File: config.mk
export PLATFORM = sky130hd
export DESIGN_NAME = decadj_unit
export DESIGN_NICKNAME = d
export VERILOG_FILES = /design/src/rtl/decadj_pkg.sv /design/src/rtl/decadj_unpacked.sv /design/src/rtl/decadj_packed.sv /design/src/rtl/decadj_muldiv.sv /design/src/rtl/decadj_unit.sv
export SDC_FILE = /design/constraint.sdc
export NUM_CORES = 1
export LEC_CHECK = 0
export CORE_MARGIN = 5
export CORE_UTILIZATION = 55
export CTS_BUF_LIST = sky130_fd_sc_hd__clkbuf_4 sky130_fd_sc_hd__clkbuf_8
export DETAILED_ROUTE_END_ITERATION = 6
export PLACE_DENSITY_LB_ADDON = 0.3
export SETUP_SLACK_MARGIN = 0.4
export SYNTH_ARGS = -nofsm -noshare
export SYNTH_HDL_FRONTEND = slang
export SYNTH_SLANG_ARGS = --single-unit
File: constraint.sdc
create_clock -name clk -period 0.8 [get_ports clk]
set_input_delay 0.16 -clock clk [delete_from_list [all_inputs] [get_ports clk]]
set_output_delay 0.16 -clock clk [all_outputs]
set_load 0.01 [all_outputs]
File: src/rtl/decadj_pkg.sv
package decadj_pkg;

    typedef enum logic [2:0] {
        OP_UADD   = 3'd0,
        OP_USUB   = 3'd1,
        OP_PADD   = 3'd2,
        OP_PSUB   = 3'd3,
        OP_MULADJ = 3'd4,
        OP_DIVADJ = 3'd5,
        OP_RSV6   = 3'd6,
        OP_RSV7   = 3'd7
    } decadj_op_e;

    localparam int unsigned DIGIT_LIMIT = 9;

endpackage

File: src/rtl/decadj_unpacked.sv
module decadj_unpacked #(
    parameter int unsigned BYTE_W = 8
) (
    input  logic [BYTE_W-1:0] hi_i,
    input  logic [BYTE_W-1:0] lo_i,
    input  logic              aux_i,
    input  logic              subtract_i,
    input  logic              legacy_i,
    output logic [BYTE_W-1:0] hi_o,
    output logic [BYTE_W-1:0] lo_o,
    output logic              flag_o
);
    import decadj_pkg::*;

    localparam int unsigned   WORD_W = 2 * BYTE_W;
    localparam logic [BYTE_W-1:0] SIX_B  = BYTE_W'(6);
    localparam logic [BYTE_W-1:0] ONE_B  = BYTE_W'(1);
    localparam logic [BYTE_W-1:0] NIB_MASK = BYTE_W'(15);
    localparam logic [WORD_W-1:0] SIX_W  = WORD_W'(6);

    logic              fix;
    logic [WORD_W-1:0] word_sum;
    logic [BYTE_W-1:0] hi_t, lo_t;

    assign fix      = (lo_i[3:0] > 4'(DIGIT_LIMIT)) || aux_i;
    assign word_sum = {hi_i, lo_i} + SIX_W;

    always_comb begin
        hi_t = hi_i;
        lo_t = lo_i;
        if (fix) begin
            if (subtract_i) begin
                lo_t = lo_i - SIX_B;
                hi_t = hi_i - ONE_B;
            end else if (legacy_i) begin
                lo_t = lo_i + SIX_B;
                hi_t = hi_i + ONE_B;
            end else begin
                lo_t = word_sum[BYTE_W-1:0];
                hi_t = word_sum[WORD_W-1:BYTE_W] + ONE_B;
            end
        end
    end

    assign hi_o   = hi_t;
    assign lo_o   = lo_t & NIB_MASK;
    assign flag_o = fix;

endmodule

File: src/rtl/decadj_packed.sv
module decadj_packed #(
    parameter int unsigned BYTE_W = 8
) (
    input  logic [BYTE_W-1:0] lo_i,
    input  logic              aux_i,
    input  logic              carry_i,
    input  logic              subtract_i,
    output logic [BYTE_W-1:0] lo_o,
    output logic              aux_o,
    output logic              carry_o
);
    import decadj_pkg::*;

    localparam logic [BYTE_W-1:0] LOW_STEP  = BYTE_W'(6);
    localparam logic [BYTE_W-1:0] HIGH_STEP = BYTE_W'(96);
    localparam logic [BYTE_W-1:0] HIGH_LIM  = BYTE_W'(159);

    logic              low_fix, high_fix;
    logic [BYTE_W-1:0] step;

    assign low_fix  = (lo_i[3:0] > 4'(DIGIT_LIMIT)) || aux_i;
    assign high_fix = (lo_i > HIGH_LIM) || carry_i;

    always_comb begin
        step = '0;
        if (low_fix)  step = step + LOW_STEP;
        if (high_fix) step = step + HIGH_STEP;
    end

    assign lo_o    = subtract_i ? (lo_i - step) : (lo_i + step);
    assign aux_o   = low_fix;
    assign carry_o = high_fix;

endmodule

File: src/rtl/decadj_muldiv.sv
module decadj_muldiv #(
    parameter int unsigned BYTE_W = 8,
    parameter int unsigned BASE   = 10
) (
    input  logic [BYTE_W-1:0] hi_i,
    input  logic [BYTE_W-1:0] lo_i,
    input  logic [BYTE_W-1:0] imm_i,
    input  logic              div_sel_i,
    output logic [BYTE_W-1:0] hi_o,
    output logic [BYTE_W-1:0] lo_o,
    output logic              err_o
);
    localparam logic [BYTE_W-1:0] BASE_B = BYTE_W'(BASE);

    logic zero_div;

    assign zero_div = (imm_i == '0);

    always_comb begin
        hi_o  = hi_i;
        lo_o  = lo_i;
        err_o = 1'b0;
        if (div_sel_i) begin
            hi_o = '0;
            lo_o = hi_i * BASE_B + lo_i;
        end else if (zero_div) begin
            err_o = 1'b1;
        end else begin
            hi_o = lo_i / imm_i;
            lo_o = lo_i % imm_i;
        end
    end

endmodule

File: src/rtl/decadj_unit.sv
module decadj_unit #(
    parameter int unsigned BYTE_W = 8,
    parameter int unsigned BASE   = 10
) (
    input  logic              clk,
    input  logic              rst_n,
    input  logic [BYTE_W-1:0] acc_hi_i,
    input  logic [BYTE_W-1:0] acc_lo_i,
    input  logic              aux_i,
    input  logic              carry_i,
    input  logic [2:0]        op_i,
    input  logic [BYTE_W-1:0] imm_i,
    input  logic              legacy_i,
    output logic [BYTE_W-1:0] acc_hi_o,
    output logic [BYTE_W-1:0] acc_lo_o,
    output logic              aux_o,
    output logic              carry_o,
    output logic              div_err_o
);
    import decadj_pkg::*;

    typedef struct packed {
        logic [BYTE_W-1:0] hi;
        logic [BYTE_W-1:0] lo;
        logic              aux;
        logic              carry;
        logic              err;
    } adj_res_t;

    decadj_op_e op;
    adj_res_t   res_d, res_q;

    logic [BYTE_W-1:0] up_hi, up_lo, pk_lo, md_hi, md_lo;
    logic              up_flag, pk_aux, pk_carry, md_err;

    assign op = decadj_op_e'(op_i);

    decadj_unpacked #(.BYTE_W(BYTE_W)) u_unpacked (
        .hi_i       (acc_hi_i),
        .lo_i       (acc_lo_i),
        .aux_i      (aux_i),
        .subtract_i (op == OP_USUB),
        .legacy_i   (legacy_i),
        .hi_o       (up_hi),
        .lo_o       (up_lo),
        .flag_o     (up_flag)
    );

    decadj_packed #(.BYTE_W(BYTE_W)) u_packed (
        .lo_i       (acc_lo_i),
        .aux_i      (aux_i),
        .carry_i    (carry_i),
        .subtract_i (op == OP_PSUB),
        .lo_o       (pk_lo),
        .aux_o      (pk_aux),
        .carry_o    (pk_carry)
    );

    decadj_muldiv #(.BYTE_W(BYTE_W), .BASE(BASE)) u_muldiv (
        .hi_i      (acc_hi_i),
        .lo_i      (acc_lo_i),
        .imm_i     (imm_i),
        .div_sel_i (op == OP_DIVADJ),
        .hi_o      (md_hi),
        .lo_o      (md_lo),
        .err_o     (md_err)
    );

    always_comb begin
        res_d = '{hi: acc_hi_i, lo: acc_lo_i, aux: aux_i, carry: carry_i, err: 1'b0};
        case (op)
            OP_UADD, OP_USUB: begin
                res_d.hi    = up_hi;
                res_d.lo    = up_lo;
                res_d.aux   = up_flag;
                res_d.carry = up_flag;
            end
            OP_PADD, OP_PSUB: begin
                res_d.lo    = pk_lo;
                res_d.aux   = pk_aux;
                res_d.carry = pk_carry;
            end
            OP_MULADJ, OP_DIVADJ: begin
                res_d.hi  = md_hi;
                res_d.lo  = md_lo;
                res_d.err = md_err;
            end
            default: ;
        endcase
    end

    always_ff @(posedge clk or negedge rst_n) begin
        if (!rst_n) res_q <= '0;
        else        res_q <= res_d;
    end

    assign acc_hi_o  = res_q.hi;
    assign acc_lo_o  = res_q.lo;
    assign aux_o     = res_q.aux;
    assign carry_o   = res_q.carry;
    assign div_err_o = res_q.err;


    unpacked_nibble_chk: assert property (@(posedge clk) disable iff (!rst_n)
        (op_i == 3'd0 || op_i == 3'd1) |=> (acc_lo_o[BYTE_W-1:4] == '0 && aux_o == carry_o));


    packed_carry_sticky_chk: assert property (@(posedge clk) disable iff (!rst_n)
        ((op_i == 3'd2 || op_i == 3'd3) && carry_i) |=> (carry_o && acc_hi_o == $past(acc_hi_i)));


    zero_imm_err_chk: assert property (@(posedge clk) disable iff (!rst_n)
        (op_i == 3'd4 && imm_i == '0) |=> (div_err_o && acc_lo_o == $past(acc_lo_i)
                                           && acc_hi_o == $past(acc_hi_i)));


    err_only_mul_chk: assert property (@(posedge clk) disable iff (!rst_n)
        (op_i != 3'd4) |=> !div_err_o);


    remainder_bound_chk: assert property (@(posedge clk) disable iff (!rst_n)
        (op_i == 3'd4 && imm_i != '0) |=> (acc_lo_o < $past(imm_i) && aux_o == $past(aux_i)));


    div_hi_clear_chk: assert property (@(posedge clk) disable iff (!rst_n)
        (op_i == 3'd5) |=> (acc_hi_o == '0 && carry_o == $past(carry_i)));


    passthru_chk: assert property (@(posedge clk) disable iff (!rst_n)
        (op_i[2:1] == 2'b11) |=> ($stable(acc_hi_o) || acc_hi_o == $past(acc_hi_i)));

endmodule

==> metrics.txt, run 1 <==
status=stopped before the end; failing step=clock tree synthesis (4_1_cts); first error=[ERROR DPL-0038] Utilization greater than 100%, impossible to legalize; most frequent cells after synthesis=64 x ha_1, 50 x nand2_1, 46 x nor2_1; Top Ports=between 50 and 60; Avg Cell Area, Syn=7.43 um^2; GPL Wtd Cong=around 1.0; synthesized cell area=approximately 4200 um^2; most frequent cell after synthesis=ha_1; dpl cells=880; starting density of the core=~57%; net count of the mapped netlist=663; Num Clock Sinks=19; Syn. warnings=0; top post-synthesis cells by area=ha_1 19%, dfrtp_1 11%, xnor2_1 4.8%, a21oi_1 4.7%, nand2_1 4.5%; Die X-Extent=between 90 and 100 um; register area share after synthesis=11.4%; CTS buffer count=3; PostCTS Resize Cnt=246; synth unique cells=70; asr flop ratio synth=100%; share of the synthesized area in the top cell type=19.1%; post-synth top area cell=ha_1; cells after synthesis=around 560; postcts setup bufs=between 60 and 70; hpwl dp=between 10000 and 15000 um; number of synthesized flops with an enable pin=0; Root Buffer=clkbuf_8; Port Buffers=50; placement-stage cell area=about 6400 um^2; Max clock buf depth=2; top_reg_cell synth=dfrtp_1; Yosys reg bits=19; Die H=roughly 100 um; Std-Cell Rows=31; H-tree Lvls=1; hold buffers post-CTS=0
through the flow:
step	worst slack, ns	hold slack [ns]
global placement	-9.41	0.513
floorplan	-8.91	-0.136
detailed placement	-10.27	0.518
cell families after synthesis:
kind of cell | Yosys count | synth area share, %
AO/OA/AOI/OAI | 185 | 29.6
XOR/XNOR | 36 | 7.53
adder cells (fa/ha/maj) | 67 | 20.5
buffers and inverters | 53 | 4.93
flip-flops | 19 | 11.4
multiplexers | 11 | 2.87
AND/OR/NAND/NOR | 193 | 23.2
==> run 2, diff against run 1 <==
- CORE_UTILIZATION: 55 -> 40
- CTS_BUF_LIST: sky130_fd_sc_hd__clkbuf_4 sky130_fd_sc_hd__clkbuf_8 -> unset
- PLACE_DENSITY_LB_ADDON: 0.3 -> 0.15
- SETUP_SLACK_MARGIN: 0.4 -> unset
==> metrics.txt, run 2 <==
Comb power frac=about four fifths; vias in the first global route=5796; Highest Clock Rate=~97 MHz; first-pass GRT wire length=28600 um; Slowest Stage Delay on Critical Path=0.50 ns; synth unique cells=70 (unchanged); Final period util=1280%; final setup TNS=-116.36 ns; top_reg_cell synth=dfrtp_1 (unchanged); CTS buffer count=3 (unchanged); DRC violations left=0; CP Capture Type=register; GPL Wtd Cong=0.940 (was 1.04); Max clock buf depth=2 (unchanged); initial antenna violation count=0; Root Buffer=clkbuf_8 (unchanged); Std-Cell Rows=37 (was 31); P_int=just over 5 mW; Die Footprint=12600 um^2; Max Cap Viol=0; pwr/cell area=around 1200 nW/um^2; most common cell after layout, fill and taps aside=buf_4; Fin. Hold Viols=0; Yosys reg bits=19 (unchanged); dpl cells=916 (was 880); RSZ-0062 raised after global routing=true; register area share after synthesis=11.4% (unchanged); starting density of the core=40.8% (was 57.1%); cells after synthesis=564 (unchanged); post-synth top area cell=ha_1 (unchanged); crit path launch=imm_i[5]; critical path arrival=10.42 ns; Avg Cell Area, Syn=7.43 um^2 (unchanged); Worst Hold Class=in2async; share of the synthesized area in the top cell type=19.1% (unchanged); GRT Residual Overflow=0; final-report setup violation count=38; critical path peak fanout=6; largest net degree at the start of global routing=27; net count of the mapped netlist=663 (unchanged); synthesized cell area=4190 um^2 (unchanged); asr flop ratio synth=100% (unchanged); Die X-Extent=112 um (was 97.3 um); crit start category=primary input; 1st-pass router iterations=5; number of synthesized flops with an enable pin=0 (unchanged); CTS tree=yes; most frequent cells after synthesis=64 x ha_1, 50 x nand2_1, 46 x nor2_1 (unchanged); nets@finish=around 940; H-tree Lvls=1 (unchanged); hpwl dp=13000 um (was 14800 um); drt initial violations=around 370; Seq pwr share=roughly 13%; via count of the routed design=5719; Crit-path slowest cell=a2111o_1; core area=about 10000 um^2; Final min period=10.27 ns; Port Buffers=50 (unchanged); Slew Limit Fails=0; antenna cells=0; Num Clock Sinks=19 (unchanged); Syn. warnings=0 (unchanged); clock-pin slew on the worst setup and hold paths=around 0.08 ns; P_leak=between 3 and 4 nW; Worst Max-Slew Pin Slew=roughly 0.49 ns; switching power=roughly 3.8 mW; critical path endpoint=acc_lo_o[3]$_DFF_PN0_; Final WS setup=-9.47 ns; Avg WL per Cell=about 19 um; WS Path Type=in2reg; Die H=112 um (was 97.3 um); most frequent cell after synthesis=ha_1 (unchanged); WP data required=around 0.95 ns; wirelength, routed=around 19000 um; hold buffers post-CTS=0 (unchanged); most frequent cells in the layout=206 x buf_4, 46 x ha_1, 44 x nand2_1; share of cells above drive strength 1=between 40% and 50%; Top Ports=51 (unchanged); area delta synth->final=80.8%; clock power share=between 7 and 8%; top post-synthesis cells by area=ha_1 19%, dfrtp_1 11%, xnor2_1 4.8%, a21oi_1 4.7%, nand2_1 4.5% (unchanged); Critical Path Most Common Cell=ha_4; ANT nets after route=0; Slew HR=roughly 67%; VDD IR-drop max=around 0.60 mV; final non-filler cell total=roughly 980; status=finished with violations (was stopped before the end); Vias/cell=roughly 5.9; Sw Ratio=between 40% and 50%; GRT Total Usage=27.4%; failing checks=setup timing; Placement Setup Slack=-9.86 ns (was -10.27 ns)
## run 2: cell counts after synthesis
Identical to the previous run, type by type.
## run 2: critical path: cells and delay by family
family	cells	cell delay (ns)
compound gates	22	4.24
fa+ha+maj	7	1.91
buf+inv	6	0.88
mux	2	0.69
simple gates	15	2.54
## run 2: metrics by stage
stage	hold WS [ns]	utilization (%)	total power [mW]	cell area, um^2
5_1_grt	0.269	73.7	9.40	7570
3_3_place_gp	0.527	62.9	6.85	6470
2_1_floorplan	-0.136	-	4.34	4500
4_1_cts	0.264	70.1	8.21	7200
3_5_place_dp	0.530	62.9	6.96	6470
6_report	0.256	73.7	8.84	7570
## run 2: power by group through the flow
stage          clock network (mW)  registers [mW]  logic (mW)
2_1_floorplan                   0            1.20        3.14
3_3_place_gp                    0            1.14        5.71
3_5_place_dp                    0            1.14        5.82
4_1_cts                     0.697            1.12        6.40
5_1_grt                     0.729            1.13        7.54
6_report                    0.698            1.12        7.03
## run 2: cell type report
cell class / count / area, um^2
clock buffer: 4 / 45.0
sequential: 19 / 475
timing repair buffer: 295 / 2440
multi-input combinational: 492 / 4320
inverter: 31 / 124
tap: 136 / 170
fill: 741 / 2710
## run 2: kinds of logic (layout without fill, tap and decap cells)
family	count (synthesis)	in the layout	synth area share, %
XOR/XNOR	36	36	7.53
multiplexers	11	11	2.87
flip-flops	19	19	11.4
AND/OR/NAND/NOR	193	193	23.2
buffers and inverters	53	330	4.93
adder cells (fa/ha/maj)	67	67	20.5
AO/OA/AOI/OAI	185	185	29.6
## run 2: metal layers
layer	share of wire [%]	GRT usage (%)	vias up
met5	0	0	-
met4	3.5	9.29	0
met3	4.8	2.64	55
met2	51	49.1	222
met1	41	34.1	2785
li1	-	-	2657
## run 2: repair_timing
item	CTS	global route
endpoints found under the setup margin	38	38
buffers inserted	45	21
pin swaps	78	68
hold endpoints to repair	0	0
resized for setup	219	58
## run 2: how the worst min path moves through the flow
stage	from	to	slack, ns
after floorplan	rst_n	acc_hi_o[0]$_DFF_PN0_	-0.14
after global placement	rst_n	acc_lo_o[3]$_DFF_PN0_	0.53
after detailed placement	rst_n	acc_lo_o[5]$_DFF_PN0_	0.53
after CTS	rst_n	acc_lo_o[5]$_DFF_PN0_	0.26
after global routing	rst_n	acc_lo_o[6]$_DFF_PN0_	0.27
final	rst_n	acc_lo_o[2]$_DFF_PN0_	0.26
Power figures use the tool's default switching activity.
